`src/rtl/xbus_pkg.sv`:
```
package xbus_pkg;
  localparam int XB_ADDR_W = 16;
  localparam int XB_DATA_W = 8;

  typedef enum logic [1:0] {
    SLOT_LEAD  = 2'd0,
    SLOT_SETUP = 2'd1,
    SLOT_STB   = 2'd2,
    SLOT_LAST  = 2'd3
  } slot_e;

  typedef struct packed {
    logic  busy;
    logic  is_write;
    slot_e slot;
  } seq_state_t;
endpackage

```
`src/rtl/xbus_slot_seq.sv`:
```
module xbus_slot_seq
  import xbus_pkg::*;
#(
  parameter int ADDR_W = XB_ADDR_W,
  parameter int DATA_W = XB_DATA_W
) (
  input  logic              clk,
  input  logic              rst,
  input  logic              half_tick,
  input  logic              req_valid,
  input  logic              req_write,
  input  logic [ADDR_W-1:0] req_addr,
  input  logic [DATA_W-1:0] req_wdata,
  output logic              req_ready,
  output seq_state_t        st,
  output logic [ADDR_W-1:0] lat_addr,
  output logic [DATA_W-1:0] lat_wdata,
  output logic              last_tick
);
  assign req_ready = !st.busy && half_tick;
  assign last_tick = st.busy && half_tick && (st.slot == SLOT_LAST);

  always_ff @(posedge clk) begin
    if (rst) begin
      st        <= '{busy: 1'b0, is_write: 1'b0, slot: SLOT_LEAD};
      lat_addr  <= '0;
      lat_wdata <= '0;
    end else if (half_tick) begin
      if (!st.busy) begin
        if (req_valid) begin
          st.busy     <= 1'b1;
          st.is_write <= req_write;
          st.slot     <= SLOT_LEAD;
          lat_addr    <= req_addr;
          lat_wdata   <= req_wdata;
        end
      end else if (st.slot == SLOT_LAST) begin
        st.busy <= 1'b0;
        st.slot <= SLOT_LEAD;
      end else begin
        st.slot <= slot_e'(st.slot + 2'd1);
      end
    end
  end
endmodule

```
`src/rtl/xbus_pin_mux.sv`:
```
module xbus_pin_mux
  import xbus_pkg::*;
#(
  parameter int ADDR_W = XB_ADDR_W,
  parameter int DATA_W = XB_DATA_W
) (
  input  seq_state_t        st,
  input  logic [ADDR_W-1:0] lat_addr,
  input  logic [DATA_W-1:0] lat_wdata,
  input  logic [ADDR_W-1:0] port_addr,
  input  logic [DATA_W-1:0] port_data,
  input  logic              port_data_oe,
  input  logic              port_rd_n,
  input  logic              port_wr_n,
  output logic [ADDR_W-1:0] bus_addr,
  output logic [DATA_W-1:0] bus_data_out,
  output logic              bus_data_oe,
  output logic              bus_rd_n,
  output logic              bus_wr_n
);
  logic strobe_slot;
  logic read_slot;

  assign strobe_slot = (st.slot == SLOT_STB);
  assign read_slot   = (st.slot == SLOT_STB) || (st.slot == SLOT_LAST);

  for (genvar a = 0; a < ADDR_W; a++) begin : g_addr
    assign bus_addr[a] = st.busy ? lat_addr[a] : port_addr[a];
  end

  for (genvar d = 0; d < DATA_W; d++) begin : g_data
    assign bus_data_out[d] = st.busy ? lat_wdata[d] : port_data[d];
  end

  always_comb begin
    if (st.busy) begin
      bus_data_oe = st.is_write;
      bus_wr_n    = !(st.is_write && strobe_slot);
      bus_rd_n    = !(!st.is_write && read_slot);
    end else begin
      bus_data_oe = port_data_oe;
      bus_wr_n    = port_wr_n;
      bus_rd_n    = port_rd_n;
    end
  end
endmodule

```
`src/rtl/xbus_rd_capture.sv`:
```
module xbus_rd_capture
  import xbus_pkg::*;
#(
  parameter int DATA_W = XB_DATA_W
) (
  input  logic              clk,
  input  logic              rst,
  input  logic              last_tick,
  input  logic              is_write,
  input  logic [DATA_W-1:0] bus_data_in,
  output logic [DATA_W-1:0] rsp_rdata,
  output logic              rsp_done
);
  always_ff @(posedge clk) begin
    if (rst) begin
      rsp_rdata <= '0;
      rsp_done  <= 1'b0;
    end else begin
      rsp_done <= last_tick;
      if (last_tick && !is_write) rsp_rdata <= bus_data_in;
    end
  end
endmodule

```
`src/rtl/xmem_byte_bus.sv`:
```
module xmem_byte_bus
  import xbus_pkg::*;
#(
  parameter int ADDR_W = XB_ADDR_W,
  parameter int DATA_W = XB_DATA_W
) (
  input  logic              clk,
  input  logic              rst,
  input  logic              half_tick,
  input  logic              req_valid,
  output logic              req_ready,
  input  logic              req_write,
  input  logic [ADDR_W-1:0] req_addr,
  input  logic [DATA_W-1:0] req_wdata,
  output logic              rsp_done,
  output logic [DATA_W-1:0] rsp_rdata,
  input  logic [ADDR_W-1:0] port_addr,
  input  logic [DATA_W-1:0] port_data,
  input  logic              port_data_oe,
  input  logic              port_rd_n,
  input  logic              port_wr_n,
  output logic [ADDR_W-1:0] bus_addr,
  output logic [DATA_W-1:0] bus_data_out,
  output logic              bus_data_oe,
  input  logic [DATA_W-1:0] bus_data_in,
  output logic              bus_rd_n,
  output logic              bus_wr_n
);
  seq_state_t        st;
  logic [ADDR_W-1:0] lat_addr;
  logic [DATA_W-1:0] lat_wdata;
  logic              last_tick;
  logic              xfer_busy;

  assign xfer_busy = st.busy;

  xbus_slot_seq #(.ADDR_W(ADDR_W), .DATA_W(DATA_W)) i_seq (
    .clk(clk), .rst(rst), .half_tick(half_tick),
    .req_valid(req_valid), .req_write(req_write),
    .req_addr(req_addr), .req_wdata(req_wdata),
    .req_ready(req_ready), .st(st),
    .lat_addr(lat_addr), .lat_wdata(lat_wdata), .last_tick(last_tick)
  );

  xbus_pin_mux #(.ADDR_W(ADDR_W), .DATA_W(DATA_W)) i_mux (
    .st(st), .lat_addr(lat_addr), .lat_wdata(lat_wdata),
    .port_addr(port_addr), .port_data(port_data), .port_data_oe(port_data_oe),
    .port_rd_n(port_rd_n), .port_wr_n(port_wr_n),
    .bus_addr(bus_addr), .bus_data_out(bus_data_out), .bus_data_oe(bus_data_oe),
    .bus_rd_n(bus_rd_n), .bus_wr_n(bus_wr_n)
  );

  xbus_rd_capture #(.DATA_W(DATA_W)) i_cap (
    .clk(clk), .rst(rst), .last_tick(last_tick), .is_write(st.is_write),
    .bus_data_in(bus_data_in), .rsp_rdata(rsp_rdata), .rsp_done(rsp_done)
  );
endmodule

```
`config.mk`:
```
export PLATFORM = sky130hd
export DESIGN_NAME = xmem_byte_bus
export DESIGN_NICKNAME = d
export VERILOG_FILES = /design/src/rtl/xbus_pkg.sv /design/src/rtl/xbus_slot_seq.sv /design/src/rtl/xbus_pin_mux.sv /design/src/rtl/xbus_rd_capture.sv /design/src/rtl/xmem_byte_bus.sv
export SDC_FILE = /design/constraint.sdc
export NUM_CORES = 1
export LEC_CHECK = 0
export ABC_CLOCK_PERIOD_IN_PS = 1510
export CAP_MARGIN = 5
export CORE_MARGIN = 2
export CORE_UTILIZATION = 30
export DETAILED_ROUTE_END_ITERATION = 6
export SYNTH_ARGS = -nofsm -noshare
export SYNTH_HDL_FRONTEND = slang
export SYNTH_HIERARCHICAL = 1
export SYNTH_SLANG_ARGS = --single-unit
```
`constraint.sdc`:
```
create_clock -name clk -period 1.51 [get_ports clk]
set_clock_uncertainty 0.2 [all_clocks]
set_input_delay 0.151 -clock clk [delete_from_list [all_inputs] [get_ports clk]]
set_output_delay 0.151 -clock clk [all_outputs]
set_load 0.03 [all_outputs]
```
# Word-level counts from Yosys, hierarchy flattened
# Index checks and enable logic that the tools add are counted.
totals:
  elab_cells: 57
  regBits: 37
  inputBits: 64
classes:
  n_reduce_logical: 14
  n_mux: 32
  n_eq_ne: 2
  n_addsub: 1
  bitwise: 1
op_table:
  columns: ["op", "count"]
  rows:
  - ["2-to-1 mux 1 bit", 29]
  - ["logical AND 1 bit", 6]
  - ["equality test 2 bit, second input constant", 2]
  - ["logical NOT 1 bit", 4]
  - ["2-to-1 mux 2 bit", 2]
  - ["2-to-1 mux 4 bit", 1]
  - ["AND reduction 3 bit", 1]
  - ["adder 2 x 1 -> 2 bit, second input constant", 1]
  - ["AND reduction 2 bit", 1]
  - ["nonzero test 2 bit", 1]
  - ["logical OR 1 bit", 1]
  - ["NOT 1 bit", 1]

# Depth between registers and ports, before layout
# Gate-level depths: netlist (run 1).
depth:
  word_depth: 5
  depth_mapped: 4
  depth_no_buf: 4

# Hierarchy
# The synthesis (run 1) kept the hierarchy.
modules_own_cells:
  columns: ["mod", "seq_area_each_um2", "cells_per_inst", "instances", "area_per_inst_um2"]
  rows:
  - ["xbus_slot_seq", 560.5, 126, 1, 1312.5]
  - ["xbus_rd_capture", 180.2, 36, 1, 396.6]
  - ["xbus_pin_mux", 0.0, 33, 1, 362.8]

# Worst setup path before layout (run 1)
# OpenSTA, ideal clock, no wires.
synth_timing:
  kind: "flip-flop to output port"
  from: "register i_seq/st[3] (netlist name)"
  to: "output bus_wr_n"
  slack_ns: -0.191
  arrival_ns: 1.350
  n_path_buf: 2
  stages_incl_launch_ff: 5
  path_cell_list: "dfxtp_1 buf_6 buf_6 nor2_1 a41oi_1"
synth_between:
  elab_chain_cells: 1
synth_rtl:
  columns: ["element", "line_no", "rtl"]
  rows:
  - ["2-to-1 mux 1 bit", "xbus_pin_mux.sv:36", "if (st.busy) begin"]
  - ["end, declared", "xmem_byte_bus.sv:27", "output logic bus_wr_n"]
# No other way between the ends.

# Final worst setup path (run 1)
layout_timing:
  from: "register i_seq/st[3] (netlist name)"
  to: "output bus_data_out[1]"
layout_between:
  elab_chain_cells: 1
layout_rtl:
  columns: ["element", "line_no", "rtl"]
  rows:
  - ["2-to-1 mux 1 bit", "xbus_pin_mux.sv:32", "assign bus_data_out[d] = st.busy ? lat_wdata[d] : port_data[d];"]
  - ["end, declared", "xmem_byte_bus.sv:23", "output logic [DATA_W-1:0] bus_data_out,"]
# No other way between the ends.

==> report_table.html, run 1 <==
<table>
<tr><th>Metric</th><th>Value</th></tr>
<tr><th colspan="2">Outcome</th></tr>
<tr><td>Status</td><td>finished, violations left</td></tr>
<tr><td>Failing checks</td><td>negative setup slack</td></tr>
<tr><th colspan="2">Cells and area</th></tr>
<tr><td>Commonest cells after routing, fill and taps aside</td><td>clkdlybuf4s50_1, nand2b_1, dfxtp_1, buf_6, mux2i_1</td></tr>
<tr><td>Area overhead of the layout relative to synthesis</td><td>75.5%</td></tr>
<tr><td>Most common cell after layout, fill and taps aside</td><td>clkdlybuf4s50_1</td></tr>
<tr><td>Final net count</td><td>379</td></tr>
<tr><td>Fillcell total</td><td>619</td></tr>
<tr><td>Fraction of the core area covered by cells at the end of the flow</td><td>0.538</td></tr>
<tr><td>Number of antenna cells inserted</td><td>0</td></tr>
<tr><td>Ratio of cells with drive above 1 in the final layout</td><td>0.322</td></tr>
<tr><th colspan="2">Critical path</th></tr>
<tr><td>Required time of the critical path</td><td>between 1000 and 1500 ps</td></tr>
<tr><td>Worst Setup Start Kind</td><td>register</td></tr>
<tr><td>Max FO, Critical Path</td><td>6</td></tr>
<tr><td>Setup Crit Path Kind</td><td>reg2out</td></tr>
<tr><td>Endpoint class of the critical path</td><td>output pin</td></tr>
<tr><td>Arrival time at the worst endpoint</td><td>1390 ps</td></tr>
<tr><td>Reg2Reg Depth</td><td>6</td></tr>
<tr><th colspan="2">Yosys</th></tr>
<tr><td>Synth Instances</td><td>195</td></tr>
<tr><td>Number of warnings reported in the yosys synthesis log</td><td>6</td></tr>
<tr><td>Share of the synthesized area in the top cell type</td><td>0.357</td></tr>
<tr><td>Avg Cell Area, Syn</td><td>10.6 µm²</td></tr>
<tr><td>Area contributors post-synth</td><td>dfxtp_1, nand2b_1, mux2i_1</td></tr>
<tr><td>Seq/Total Area, Yosys</td><td>0.357</td></tr>
<tr><td>Number of unique standard cell types used by synthesis</td><td>30</td></tr>
<tr><td>Mapped cell area</td><td>2070 µm²</td></tr>
<tr><td>Post-synthesis cell type with the largest combined area</td><td>dfxtp_1</td></tr>
<tr><td>Net count of the mapped netlist</td><td>about 260</td></tr>
<tr><td>Number of register bits inferred by synthesis</td><td>37</td></tr>
<tr><th colspan="2">GRT</th></tr>
<tr><td>Initial antenna violation count</td><td>0</td></tr>
<tr><td>Wire length of the first global-routing pass</td><td>around 8800 µm</td></tr>
<tr><td>Global-route congestion overflow total</td><td>0</td></tr>
<tr><td>Vias in the first global route</td><td>1840</td></tr>
<tr><td>Pin count of the biggest net entering global routing</td><td>42</td></tr>
<tr><td>GRT Resource Usage Total</td><td>0.147</td></tr>
<tr><th colspan="2">Pwr</th></tr>
<tr><td>Combinational share of power</td><td>0.301</td></tr>
<tr><td>Sw frac</td><td>0.253</td></tr>
<tr><td>Power per standard cell area</td><td>roughly 760 nW/µm²</td></tr>
<tr><td>Leakage</td><td>between 1.5 and 2 nW</td></tr>
<tr><td>Maximum resistive drop on vdd</td><td>551 µV</td></tr>
<tr><td>Tot Pwr</td><td>0.00275 W</td></tr>
<tr><td>Internal power</td><td>0.00206 W</td></tr>
<tr><td>Total net switching power</td><td>slightly below 0.0007 W</td></tr>
<tr><td>Sequential cell fraction of total power</td><td>0.377</td></tr>
<tr><td>Clock network power share</td><td>0.323</td></tr>
<tr><th colspan="2">Route</th></tr>
<tr><td>Remaining number of nets flagged by the antenna check after routing</td><td>0</td></tr>
<tr><td>Initial detailed-routing violation count</td><td>35</td></tr>
<tr><td>Drt wl/cell</td><td>around 14 µm</td></tr>
<tr><td>Drt first pass iters</td><td>4</td></tr>
<tr><td>Post-Route WL</td><td>5390 µm</td></tr>
<tr><td>Via Count</td><td>around 1800</td></tr>
<tr><td>Via count normalized by instance count</td><td>4.51</td></tr>
<tr><td>Number of remaining DRC errors</td><td>0</td></tr>
<tr><th colspan="2">Clock network</th></tr>
<tr><td>Clock Root Buffer</td><td>clkbuf_8</td></tr>
<tr><td>CTS sink cnt</td><td>37</td></tr>
<tr><td>Clock slew seen by the registers of the worst setup and hold paths</td><td>70 ps</td></tr>
<tr><td>Number of buffers created by CTS</td><td>5</td></tr>
<tr><td>Number of buffers on the longest clock path</td><td>2</td></tr>
<tr><td>Clock latency reported for the late side of the worst-skew pair</td><td>between 200 and 300 ps</td></tr>
<tr><td>H-tree depth</td><td>2</td></tr>
<tr><td>Clock tree from TritonCTS</td><td>built</td></tr>
<tr><th colspan="2">Floorplanning</th></tr>
<tr><td>Floorplan die width</td><td>87.1 µm</td></tr>
<tr><td>Core area</td><td>6760 µm²</td></tr>
<tr><td>Effective utilization at floorplan</td><td>0.307</td></tr>
<tr><td>Standard-cell row count</td><td>30</td></tr>
<tr><td>Die area</td><td>approximately 7600 µm²</td></tr>
<tr><td>I/O pins</td><td>around 100</td></tr>
<tr><td>Die height</td><td>87.1 µm</td></tr>
<tr><th colspan="2">Min path</th></tr>
<tr><td>Hold depth</td><td>2</td></tr>
<tr><td>Kind of path behind the tightest hold check</td><td>in2reg</td></tr>
<tr><th colspan="2">Placement</th></tr>
<tr><td>HPWL after detailed placement</td><td>3750 µm</td></tr>
<tr><td>Setup slack at placement</td><td>-279 ps</td></tr>
<tr><td>Routability Congestion</td><td>0.679</td></tr>
<tr><td>I/O Buffers</td><td>100</td></tr>
<tr><th colspan="2">STA</th></tr>
<tr><td>Max-slew headroom at the worst pin</td><td>0.787</td></tr>
<tr><td>Final count of negative-setup-slack endpoints</td><td>64</td></tr>
<tr><td>Clock period minus final worst setup slack</td><td>between 1500 and 2000 ps</td></tr>
<tr><td>Max frequency</td><td>roughly 570 MHz</td></tr>
<tr><td>PnR worst setup slack</td><td>-235 ps</td></tr>
<tr><td>Worst Tran Pin Value</td><td>around 320 ps</td></tr>
<tr><td>Final period util</td><td>1.16</td></tr>
<tr><td>Final Slew Violations</td><td>0</td></tr>
<tr><td>Hold Slack</td><td>between 50 and 60 ps</td></tr>
<tr><td>Final hold violation count</td><td>0</td></tr>
<tr><td>RSZ-0062 raised after global routing</td><td>true</td></tr>
<tr><th colspan="2">Job</th></tr>
<tr><td>Reported max-cap violation count</td><td>0</td></tr>
</table>
## synthesized netlist by cell type (all sizes together)
cell type / count
nand2b: 60
dfxtp: 37
mux2: 25
mux2i: 25
nand4bb: 9
o21ai: 9
buf: 7
clkbuf: 6
and2b: 2
ha: 2
a21oi: 1
a311oi: 1
a41oi: 1
and3: 1
and3b: 1
inv: 1
nand2: 1
nand4b: 1
nor2: 1
nor2b: 1
o21a: 1
o22a: 1
o22ai: 1
## metrics by stage
step	setup TNS, ps	cells	cell area, µm²
after global routing	-14190	394	3640
after global placement	-8850	375	3200
after detailed placement	-9290	375	3200
final	-10740	394	3640
after floorplan	0	195	2080
after CTS	-12260	395	3650
## kinds of logic after synthesis
| group | after synthesis | share of synthesized area |
|---|---|---|
| flip-flops | 37 | 0.357 |
| multiplexers | 50 | 0.268 |
| AND/OR/NAND/NOR | 77 | 0.258 |
| adder cells (fa/ha/maj) | 2 | 0.0121 |
| buffers and inverters | 14 | 0.0543 |
| AO/OA/AOI/OAI | 15 | 0.0507 |
## cell type report
type                            instances  area, µm²  area share
Clock inverter                          1       30.0     0.00826
Clock buffer                            7       86.3      0.0237
Tap cell                               80        100      0.0275
Inverter                                1       3.75     0.00103
Multi-Input combinational cell        144       1340       0.368
Timing Repair Buffer                  124       1340       0.367
Sequential cell                        37        744       0.205
## critical path: stages, from the launching register on
cell and delay [ps]:
dfxtp_4 410, buf_12 130, buf_12 120, mux2_4 300, buf_6 140
## final timing paths
path / slack [ps] / start / end
worst max-delay path: -230 / i_seq/st[3]$_SDFFE_PP0P_ / bus_data_out[1]
worst min-delay path: 50 / rst / i_seq/st[3]$_SDFFE_PP0P_
worst max register to register: -220 / i_seq/st[3]$_SDFFE_PP0P_ / i_seq/lat_wdata[7]$_SDFFE_PP0P_
worst min register to register: 270 / i_seq/lat_addr[6]$_SDFFE_PP0P_ / i_seq/lat_addr[6]$_SDFFE_PP0P_
## flip-flops by register name (all words and copies together) (netlist names)
name,cells
i_cap/rsp_done,1
i_cap/rsp_rdata,8
i_seq/lat_addr,16
i_seq/lat_wdata,8
i_seq/st,4
## routing by layer
layer  vias up  GRT usage  routed length, µm
met1       818      0.194               2490
li1        901          -                  -
met5         -          0                  0
met2        50      0.237               2600
met3         6     0.0303                227
met4         0     0.0545                 73
## repair_timing
action                     in CTS  in global routing
cloned                          2                  0
hold buffers                    0                  0
gates resized for setup       179                  4
buffers inserted               10                  0
pin swaps                      12                  4
setup endpoints to repair      71                 64
## power by group through the flow
stage | logic [W] | clock network [W] | registers (W)
2_1_floorplan | 0.000377 | 0 | 0.00105
3_3_place_gp | 0.000696 | 0 | 0.00106
5_1_grt | 0.000877 | 0.000969 | 0.00104
6_report | 0.000827 | 0.000888 | 0.00104
4_1_cts | 0.000847 | 0.000928 | 0.00104
3_5_place_dp | 0.000701 | 0 | 0.00106
Note: power is estimated with default switching activity, not from simulation.
==> inputs of run 2 (changes only) <==
--- a/config.mk
+++ b/config.mk
@@ -8,8 +8,9 @@
 export ABC_CLOCK_PERIOD_IN_PS = 1510
 export CAP_MARGIN = 5
 export CORE_MARGIN = 2
-export CORE_UTILIZATION = 30
+export CORE_UTILIZATION = 35
 export DETAILED_ROUTE_END_ITERATION = 6
+export PLACE_DENSITY = 0.71
 export SYNTH_ARGS = -nofsm -noshare
 export SYNTH_HDL_FRONTEND = slang
 export SYNTH_HIERARCHICAL = 1
==> run 2 against run 1 <==
Net effect: the flow still finishes with violations (negative setup slack); non-clock buffer count down 10; hold slack gained 56 ps; sequential cell count unchanged; sequential share of layout area up 1.1 points; combinational power is 8.1% lower.
==> report_table.html, run 2 (synthesis results as in run 1) <==
<table>
<tr><th>Metric</th><th>Value</th></tr>
<tr><th colspan="2">Cells and area</th></tr>
<tr><td>Ratio of cells with drive above 1 in the final layout</td><td>0.289 (-0.0322)</td></tr>
<tr><td>Number of antenna cells inserted</td><td>0 (unchanged)</td></tr>
<tr><td>Registers with the highest flip-flop counts</td><td>i_seq/lat_addr (16), i_cap/rsp_rdata (8), i_seq/lat_wdata (8)</td></tr>
<tr><td>Area overhead of the layout relative to synthesis</td><td>66.4%</td></tr>
<tr><td>Area of all placed cells without fillers</td><td>3450 µm² (-5.2%)</td></tr>
<tr><td>Fraction of the core area covered by cells at the end of the flow</td><td>0.593 (+0.0546)</td></tr>
<tr><td>Commonest cells after routing, fill and taps aside</td><td>clkdlybuf4s50_1, nand2b_1, dfxtp_1, buf_6, mux2i_1</td></tr>
<tr><td>Final net count</td><td>369 (-2.6%)</td></tr>
<tr><td>Register containing the most flip-flops in the final layout</td><td>i_seq/lat_addr</td></tr>
<tr><td>Most common cell after layout, fill and taps aside</td><td>clkdlybuf4s50_1</td></tr>
<tr><td>Fillcell total</td><td>522 (-16%)</td></tr>
<tr><td>Flip-flop count of the largest register, all copies and words added</td><td>16 (unchanged)</td></tr>
<tr><th colspan="2">Floorplanning</th></tr>
<tr><td>Die area</td><td>6550 µm² (-14%)</td></tr>
<tr><td>Effective utilization at floorplan</td><td>0.356 (+0.0496)</td></tr>
<tr><td>Core area</td><td>5820 µm² (-14%)</td></tr>
<tr><td>Die height</td><td>80.9 µm (-7.1%)</td></tr>
<tr><td>I/O pins</td><td>101 (unchanged)</td></tr>
<tr><td>Floorplan die width</td><td>80.9 µm (-7.1%)</td></tr>
<tr><td>Standard-cell row count</td><td>28 (-6.7%)</td></tr>
<tr><th colspan="2">STA</th></tr>
<tr><td>Final period util</td><td>1.11 (-0.0411)</td></tr>
<tr><td>Worst Tran Pin Value</td><td>316 ps (-3.96 ps)</td></tr>
<tr><td>Final count of negative-setup-slack endpoints</td><td>50 (-22%)</td></tr>
<tr><td>Setup TNS</td><td>-5230 ps (+5500 ps)</td></tr>
<tr><td>Final hold violation count</td><td>0 (unchanged)</td></tr>
<tr><td>PnR worst setup slack</td><td>-173 ps (+62.0 ps)</td></tr>
<tr><td>RSZ-0062 raised after global routing</td><td>true</td></tr>
<tr><td>Final Slew Violations</td><td>0 (unchanged)</td></tr>
<tr><td>Max frequency</td><td>594 MHz (+3.7%)</td></tr>
<tr><td>Hold Slack</td><td>110 ps (+56.2 ps)</td></tr>
<tr><td>Max-slew headroom at the worst pin</td><td>0.790 (+0.00263)</td></tr>
<tr><td>Clock period minus final worst setup slack</td><td>1680 ps (-62.0 ps)</td></tr>
<tr><th colspan="2">Clock network</th></tr>
<tr><td>H-tree depth</td><td>2 (unchanged)</td></tr>
<tr><td>Clock slew seen by the registers of the worst setup and hold paths</td><td>70 ps (about the same)</td></tr>
<tr><td>Clock tree from TritonCTS</td><td>built</td></tr>
<tr><td>Clock latency reported for the late side of the worst-skew pair</td><td>290 ps (about the same)</td></tr>
<tr><td>Number of buffers on the longest clock path</td><td>2 (unchanged)</td></tr>
<tr><td>Clock Root Buffer</td><td>clkbuf_8</td></tr>
<tr><td>CTS sink cnt</td><td>37 (unchanged)</td></tr>
<tr><td>Number of buffers inserted by hold repair at cts</td><td>0 (unchanged)</td></tr>
<tr><td>Number of buffers created by CTS</td><td>5 (unchanged)</td></tr>
<tr><th colspan="2">Critical path</th></tr>
<tr><td>Library cell contributing the largest single delay on the critical path</td><td>dfxtp_4</td></tr>
<tr><td>Total buffers and inverters traversed by the critical path</td><td>2 (-1)</td></tr>
<tr><td>Endpoint class of the critical path</td><td>output pin</td></tr>
<tr><td>Arrival time at the worst endpoint</td><td>1330 ps (-60 ps)</td></tr>
<tr><td>Required time of the critical path</td><td>1160 ps (about the same)</td></tr>
<tr><td>Cell chain of the critical path</td><td>buf_12, mux2_2, buf_6</td></tr>
<tr><td>Setup Crit Path Kind</td><td>reg2out</td></tr>
<tr><td>Max FO, Critical Path</td><td>12 (+6)</td></tr>
<tr><td>Worst Setup Start Kind</td><td>register</td></tr>
<tr><td>Cell family with the largest share of critical-path delay</td><td>flip-flops</td></tr>
<tr><td>Delay of the slowest cell on the worst path</td><td>400 ps (about the same)</td></tr>
<tr><th colspan="2">Placement</th></tr>
<tr><td>Placed instance area</td><td>3190 µm² (-0.35%)</td></tr>
<tr><td>Routability Congestion</td><td>0.720 (+6.0%)</td></tr>
<tr><td>Setup slack at placement</td><td>-323 ps (-43.3 ps)</td></tr>
<tr><td>HPWL after detailed placement</td><td>3500 µm (-6.7%)</td></tr>
<tr><td>I/O Buffers</td><td>100 (unchanged)</td></tr>
<tr><th colspan="2">Route</th></tr>
<tr><td>Drt wl/cell</td><td>13.2 µm (-3.7%)</td></tr>
<tr><td>Post-Route WL</td><td>4990 µm (-7.4%)</td></tr>
<tr><td>Initial detailed-routing violation count</td><td>78 (+120%)</td></tr>
<tr><td>Via Count</td><td>1746 (-1.6%)</td></tr>
<tr><td>Drt first pass iters</td><td>4 (unchanged)</td></tr>
<tr><td>Number of remaining DRC errors</td><td>0 (unchanged)</td></tr>
<tr><td>Remaining number of nets flagged by the antenna check after routing</td><td>0 (unchanged)</td></tr>
<tr><td>Via count normalized by instance count</td><td>4.61 (+2.3%)</td></tr>
<tr><th colspan="2">GRT</th></tr>
<tr><td>Global-route congestion overflow total</td><td>0 (unchanged)</td></tr>
<tr><td>Wire length of the first global-routing pass</td><td>7860 µm (-11%)</td></tr>
<tr><td>Vias in the first global route</td><td>1699 (-7.7%)</td></tr>
<tr><td>Pin count of the biggest net entering global routing</td><td>73 (+74%)</td></tr>
<tr><td>GRT Resource Usage Total</td><td>0.155 (+0.00826)</td></tr>
<tr><td>Initial antenna violation count</td><td>0 (unchanged)</td></tr>
<tr><th colspan="2">Pwr</th></tr>
<tr><td>Power per standard cell area</td><td>777 nW/µm² (+2.8%)</td></tr>
<tr><td>Maximum resistive drop on vdd</td><td>445 µV (-19%)</td></tr>
<tr><td>Leakage</td><td>1.39 nW (-8.0%)</td></tr>
<tr><th colspan="2">Outcome</th></tr>
<tr><td>Status</td><td>finished, violations left</td></tr>
<tr><td>Failing checks</td><td>negative setup slack</td></tr>
<tr><th colspan="2">Min path</th></tr>
<tr><td>Kind of path behind the tightest hold check</td><td>in2reg</td></tr>
<tr><th colspan="2">Job</th></tr>
<tr><td>Reported max-cap violation count</td><td>0 (unchanged)</td></tr>
</table>
[run 2: cell count changes in the layout (fill, tap and decap cells not counted), moves of 2 or more]
cell     delta
buf_12      -4
mux2_2     +10
buf_4       -7
mux2_4     -10
o21ai_2     -2
[run 2: worst reg2reg max path, cell delays in order (launching register included)]
cell and delay (ps):
dfxtp_4 380, buf_12 150, buf_8 130, and3b_2 270, buf_12 190, mux2i_1 210
[run 2: final timing paths]
| check | startpoint | endpoint | slack, ps | cells after the start |
|---|---|---|---|---|
| setup / recovery | i_seq/st[3]$_SDFFE_PP0P_ | bus_data_out[3] | -170 | 3 |
| hold / removal | rst | i_seq/st[3]$_SDFFE_PP0P_ | 110 | 3 |
| setup reg to reg | i_seq/st[3]$_SDFFE_PP0P_ | i_seq/lat_addr[15]$_SDFFE_PP0P_ | -90 | 5 |
| hold reg to reg | i_cap/rsp_rdata[4]$_SDFFE_PP0P_ | i_cap/rsp_rdata[4]$_SDFFE_PP0P_ | 260 | 2 |
[run 2: timing repair]
item,in CTS,in global routing
setup buffers,1,0
gates resized for setup,185,15
gates cloned,0,1
pin swaps,0,2
setup endpoints to repair,37,61
endpoints found under the hold margin,0,0
[run 2: routing by layer]
layer  up-vias  share of wire  GRT usage
met5         -              0          0
met4         0          0.012     0.0458
met3         6          0.066     0.0500
met2        55           0.50      0.266
met1       796           0.43      0.186
li1        889              -          -
[run 2: report_power, final]
group | switching [W] | internal (W) | total, W
combinational | 0.000306 | 0.000454 | 0.000760
sequential | 0.0000225 | 0.00101 | 0.00103
clock | 0.000350 | 0.000537 | 0.000886
total | 0.000678 | 0.00200 | 0.00268
[run 2: metrics by stage]
step	power [W]	std cells
finish	0.00268	379
global route	0.00281	379
CTS	0.00269	378
detailed placement	0.00175	369
global placement	0.00175	369
floorplan	0.00143	195
[run 2: layout make-up]
type	count	area [µm²]	share of cell area
multi-input cells	144	1270	0.369
well taps	75	93.8	0.0272
clock buffers	6	82.6	0.0239
inverters	1	3.75	0.00109
clock inverters	2	37.5	0.0109
repair buffers	114	1210	0.352
flip-flops and latches	37	744	0.216
==> inputs of run 3 (changes only) <==
--- a/config.mk
+++ b/config.mk
@@ -9,8 +9,11 @@
 export CAP_MARGIN = 5
 export CORE_MARGIN = 2
 export CORE_UTILIZATION = 35
+export CTS_CLUSTER_SIZE = 14
 export DETAILED_ROUTE_END_ITERATION = 6
+export GPL_TIMING_DRIVEN = 0
 export PLACE_DENSITY = 0.71
+export REMOVE_ABC_BUFFERS = 1
 export SYNTH_ARGS = -nofsm -noshare
 export SYNTH_HDL_FRONTEND = slang
 export SYNTH_HIERARCHICAL = 1
==> run 3 against run 2 <==
Net effect: the flow still finishes with violations (negative setup slack); sequential share of layout area is 0.068 points higher; total power is 7.7% lower; final area is 0.15% lower; sequential power hardly changed; critical path depth stayed put; utilization is 0.086 points lower; highest routed layer unchanged.
==> report_table.html, run 3 (synthesis results as in run 1) <==
<table>
<tr><th>Metric</th><th>Value</th></tr>
<tr><th colspan="2">Critical path</th></tr>
<tr><td>Arrival time at the worst endpoint</td><td>1330 ps (about the same)</td></tr>
<tr><td>Critical register-to-register path startpoint</td><td>i_seq/st[3]$_SDFFE_PP0P_</td></tr>
<tr><td>Endpoint class of the critical path</td><td>output pin</td></tr>
<tr><td>Library cell contributing the largest single delay on the critical path</td><td>dfxtp_4</td></tr>
<tr><td>Cell chain of the critical path</td><td>buf_12, mux2_2, buf_6</td></tr>
<tr><td>Required time of the critical path</td><td>1160 ps (about the same)</td></tr>
<tr><td>Setup Crit Path Kind</td><td>reg2out</td></tr>
<tr><td>Worst Setup Start Kind</td><td>register</td></tr>
<tr><td>CP Launch Point</td><td>i_seq/st[3]$_SDFFE_PP0P_</td></tr>
<tr><td>Max FO, Critical Path</td><td>10 (-2)</td></tr>
<tr><td>Delay of the slowest cell on the worst path</td><td>410 ps (about the same)</td></tr>
<tr><th colspan="2">Floorplanning</th></tr>
<tr><td>I/O pins</td><td>101 (unchanged)</td></tr>
<tr><td>Floorplan die width</td><td>80.9 µm (unchanged)</td></tr>
<tr><td>Effective utilization at floorplan</td><td>0.356 (unchanged)</td></tr>
<tr><td>Core area</td><td>5820 µm² (unchanged)</td></tr>
<tr><td>Die area</td><td>6550 µm² (unchanged)</td></tr>
<tr><td>Die height</td><td>80.9 µm (unchanged)</td></tr>
<tr><td>Standard-cell row count</td><td>28 (unchanged)</td></tr>
<tr><th colspan="2">Clock network</th></tr>
<tr><td>Number of buffers on the longest clock path</td><td>2 (unchanged)</td></tr>
<tr><td>Clock Root Buffer</td><td>clkbuf_8</td></tr>
<tr><td>Number of buffers created by CTS</td><td>5 (unchanged)</td></tr>
<tr><td>Clock latency reported for the late side of the worst-skew pair</td><td>280 ps (about the same)</td></tr>
<tr><td>Clock slew seen by the registers of the worst setup and hold paths</td><td>70 ps (about the same)</td></tr>
<tr><td>Clock tree from TritonCTS</td><td>built</td></tr>
<tr><td>CTS sink cnt</td><td>37 (unchanged)</td></tr>
<tr><td>H-tree depth</td><td>2 (unchanged)</td></tr>
<tr><td>Number of buffers inserted by hold repair at cts</td><td>0 (unchanged)</td></tr>
<tr><th colspan="2">Route</th></tr>
<tr><td>Drt wl/cell</td><td>13.9 µm (+5.9%)</td></tr>
<tr><td>Remaining number of nets flagged by the antenna check after routing</td><td>0 (unchanged)</td></tr>
<tr><td>Initial detailed-routing violation count</td><td>49 (-37%)</td></tr>
<tr><td>Number of remaining DRC errors</td><td>0 (unchanged)</td></tr>
<tr><td>Via Count</td><td>1804 (+3.3%)</td></tr>
<tr><td>Via count normalized by instance count</td><td>4.72 (+2.5%)</td></tr>
<tr><td>Post-Route WL</td><td>5330 µm (+6.7%)</td></tr>
<tr><td>Drt first pass iters</td><td>4 (unchanged)</td></tr>
<tr><th colspan="2">STA</th></tr>
<tr><td>Final count of negative-setup-slack endpoints</td><td>28 (-44%)</td></tr>
<tr><td>Final hold violation count</td><td>0 (unchanged)</td></tr>
<tr><td>PnR worst setup slack</td><td>-171 ps (+1.48 ps)</td></tr>
<tr><td>Max frequency</td><td>595 MHz (about the same)</td></tr>
<tr><td>Worst Tran Pin Value</td><td>869 ps (+552 ps)</td></tr>
<tr><td>Final Slew Violations</td><td>0 (unchanged)</td></tr>
<tr><td>Setup TNS</td><td>-3930 ps (+1300 ps)</td></tr>
<tr><td>Clock period minus final worst setup slack</td><td>1680 ps (-1.48 ps)</td></tr>
<tr><td>Final period util</td><td>1.11 (about the same)</td></tr>
<tr><td>RSZ-0062 raised after global routing</td><td>true</td></tr>
<tr><td>Max-slew headroom at the worst pin</td><td>0.421 (-0.369)</td></tr>
<tr><td>Hold Slack</td><td>231 ps (+121 ps)</td></tr>
<tr><th colspan="2">Outcome</th></tr>
<tr><td>Status</td><td>finished, violations left</td></tr>
<tr><td>Failing checks</td><td>negative setup slack</td></tr>
<tr><th colspan="2">Pwr</th></tr>
<tr><td>Leakage</td><td>1.39 nW (+0.11%)</td></tr>
<tr><td>Power per standard cell area</td><td>718 nW/µm² (-7.6%)</td></tr>
<tr><td>Maximum resistive drop on vdd</td><td>415 µV (-6.6%)</td></tr>
<tr><th colspan="2">GRT</th></tr>
<tr><td>Vias in the first global route</td><td>1702 (+0.18%)</td></tr>
<tr><td>Wire length of the first global-routing pass</td><td>8180 µm (+4.0%)</td></tr>
<tr><td>Global-route congestion overflow total</td><td>0 (unchanged)</td></tr>
<tr><td>Initial antenna violation count</td><td>0 (unchanged)</td></tr>
<tr><td>Pin count of the biggest net entering global routing</td><td>73 (unchanged)</td></tr>
<tr><td>GRT Resource Usage Total</td><td>0.161 (+0.00610)</td></tr>
<tr><th colspan="2">Min path</th></tr>
<tr><td>Startpoint of the most critical hold path</td><td>req_addr[14]</td></tr>
<tr><td>Kind of path behind the tightest hold check</td><td>in2reg</td></tr>
<tr><th colspan="2">Job</th></tr>
<tr><td>Reported max-cap violation count</td><td>0 (unchanged)</td></tr>
<tr><th colspan="2">Placement</th></tr>
<tr><td>Setup slack at placement</td><td>-769 ps (-447 ps)</td></tr>
<tr><td>HPWL after detailed placement</td><td>3100 µm (-11%)</td></tr>
<tr><td>I/O Buffers</td><td>100 (unchanged)</td></tr>
<tr><td>Routability Congestion</td><td>0.711 (-1.3%)</td></tr>
<tr><th colspan="2">Cells and area</th></tr>
<tr><td>Ratio of cells with drive above 1 in the final layout</td><td>0.290 (+0.000429)</td></tr>
<tr><td>Register containing the most flip-flops in the final layout</td><td>i_seq/lat_addr</td></tr>
<tr><td>Flip-flop count of the largest register, all copies and words added</td><td>16 (unchanged)</td></tr>
<tr><td>Area overhead of the layout relative to synthesis</td><td>66.2%</td></tr>
<tr><td>Registers with the highest flip-flop counts</td><td>i_seq/lat_addr (16), i_cap/rsp_rdata (8), i_seq/lat_wdata (8)</td></tr>
<tr><td>Most common cell after layout, fill and taps aside</td><td>clkdlybuf4s50_1</td></tr>
<tr><td>Number of antenna cells inserted</td><td>0 (unchanged)</td></tr>
<tr><td>Commonest cells after routing, fill and taps aside</td><td>clkdlybuf4s50_1, nand2b_1, dfxtp_1, buf_6, mux2i_1</td></tr>
<tr><td>Final net count</td><td>372 (+0.81%)</td></tr>
</table>
## run 3: cell count changes in the layout (fill, tap and decap cells not counted), sizes merged
| cell | change |
|---|---|
| and3b | +1 |
| clkinvlp | -1 |
| bufinv | -1 |
| clkbuf | +1 |
| buf | +3 |
## run 3: final cells by class
class,count,area [µm²]
fillers,518,2370
multi-input cells,145,1280
repair buffers,116,1240
flip-flops and latches,37,746
well taps,75,93.8
clock buffers,8,80.1
inverters,1,3.75
## run 3: critical path: cells and delay by family, from the launching register on
kind,cells,cell delay (ps)
DFF,1,410
muxes,1,340
buffers and inverters,2,290
## run 3: power by group
group / internal (W) / switching (W) / total, W
Sequential: 0.00101 / 0.0000278 / 0.00104
Combinational: 0.000466 / 0.000310 / 0.000776
Clock: 0.000328 / 0.000329 / 0.000657
Total: 0.00181 / 0.000667 / 0.00247
## run 3: routing by layer
layer	routed length, µm	GRT usage
met1	2470	0.215
met2	2430	0.252
met4	15	0.0407
met3	406	0.0533
met5	0	0
## run 3: path summary, 6_finish.rpt
path	end	slack [ps]	cells past startpoint
setup / recovery	bus_addr[0]	-170	3
hold / removal	i_seq/lat_addr[14]$_SDFFE_PP0P_	230	3
setup reg to reg	i_seq/lat_wdata[2]$_SDFFE_PP0P_	0	5
hold reg to reg	i_cap/rsp_rdata[7]$_SDFFE_PP0P_	270	2
## run 3: metrics by stage
step	total power [W]	util	cells	cell area (µm²)
after floorplan	0.00139	-	182	1960
after global placement	0.00172	0.526	357	3060
after detailed placement	0.00172	0.525	357	3060
after CTS	0.00252	0.592	382	3440
after global routing	0.00259	0.592	382	3440
final	0.00247	0.592	382	3440
## run 3: what timing repair did
action	4_1_cts	5_1_grt
buffers inserted	14	2
resized for setup	227	8
pin swaps	0	4
endpoints found under the setup margin	74	56
cloned	3	0
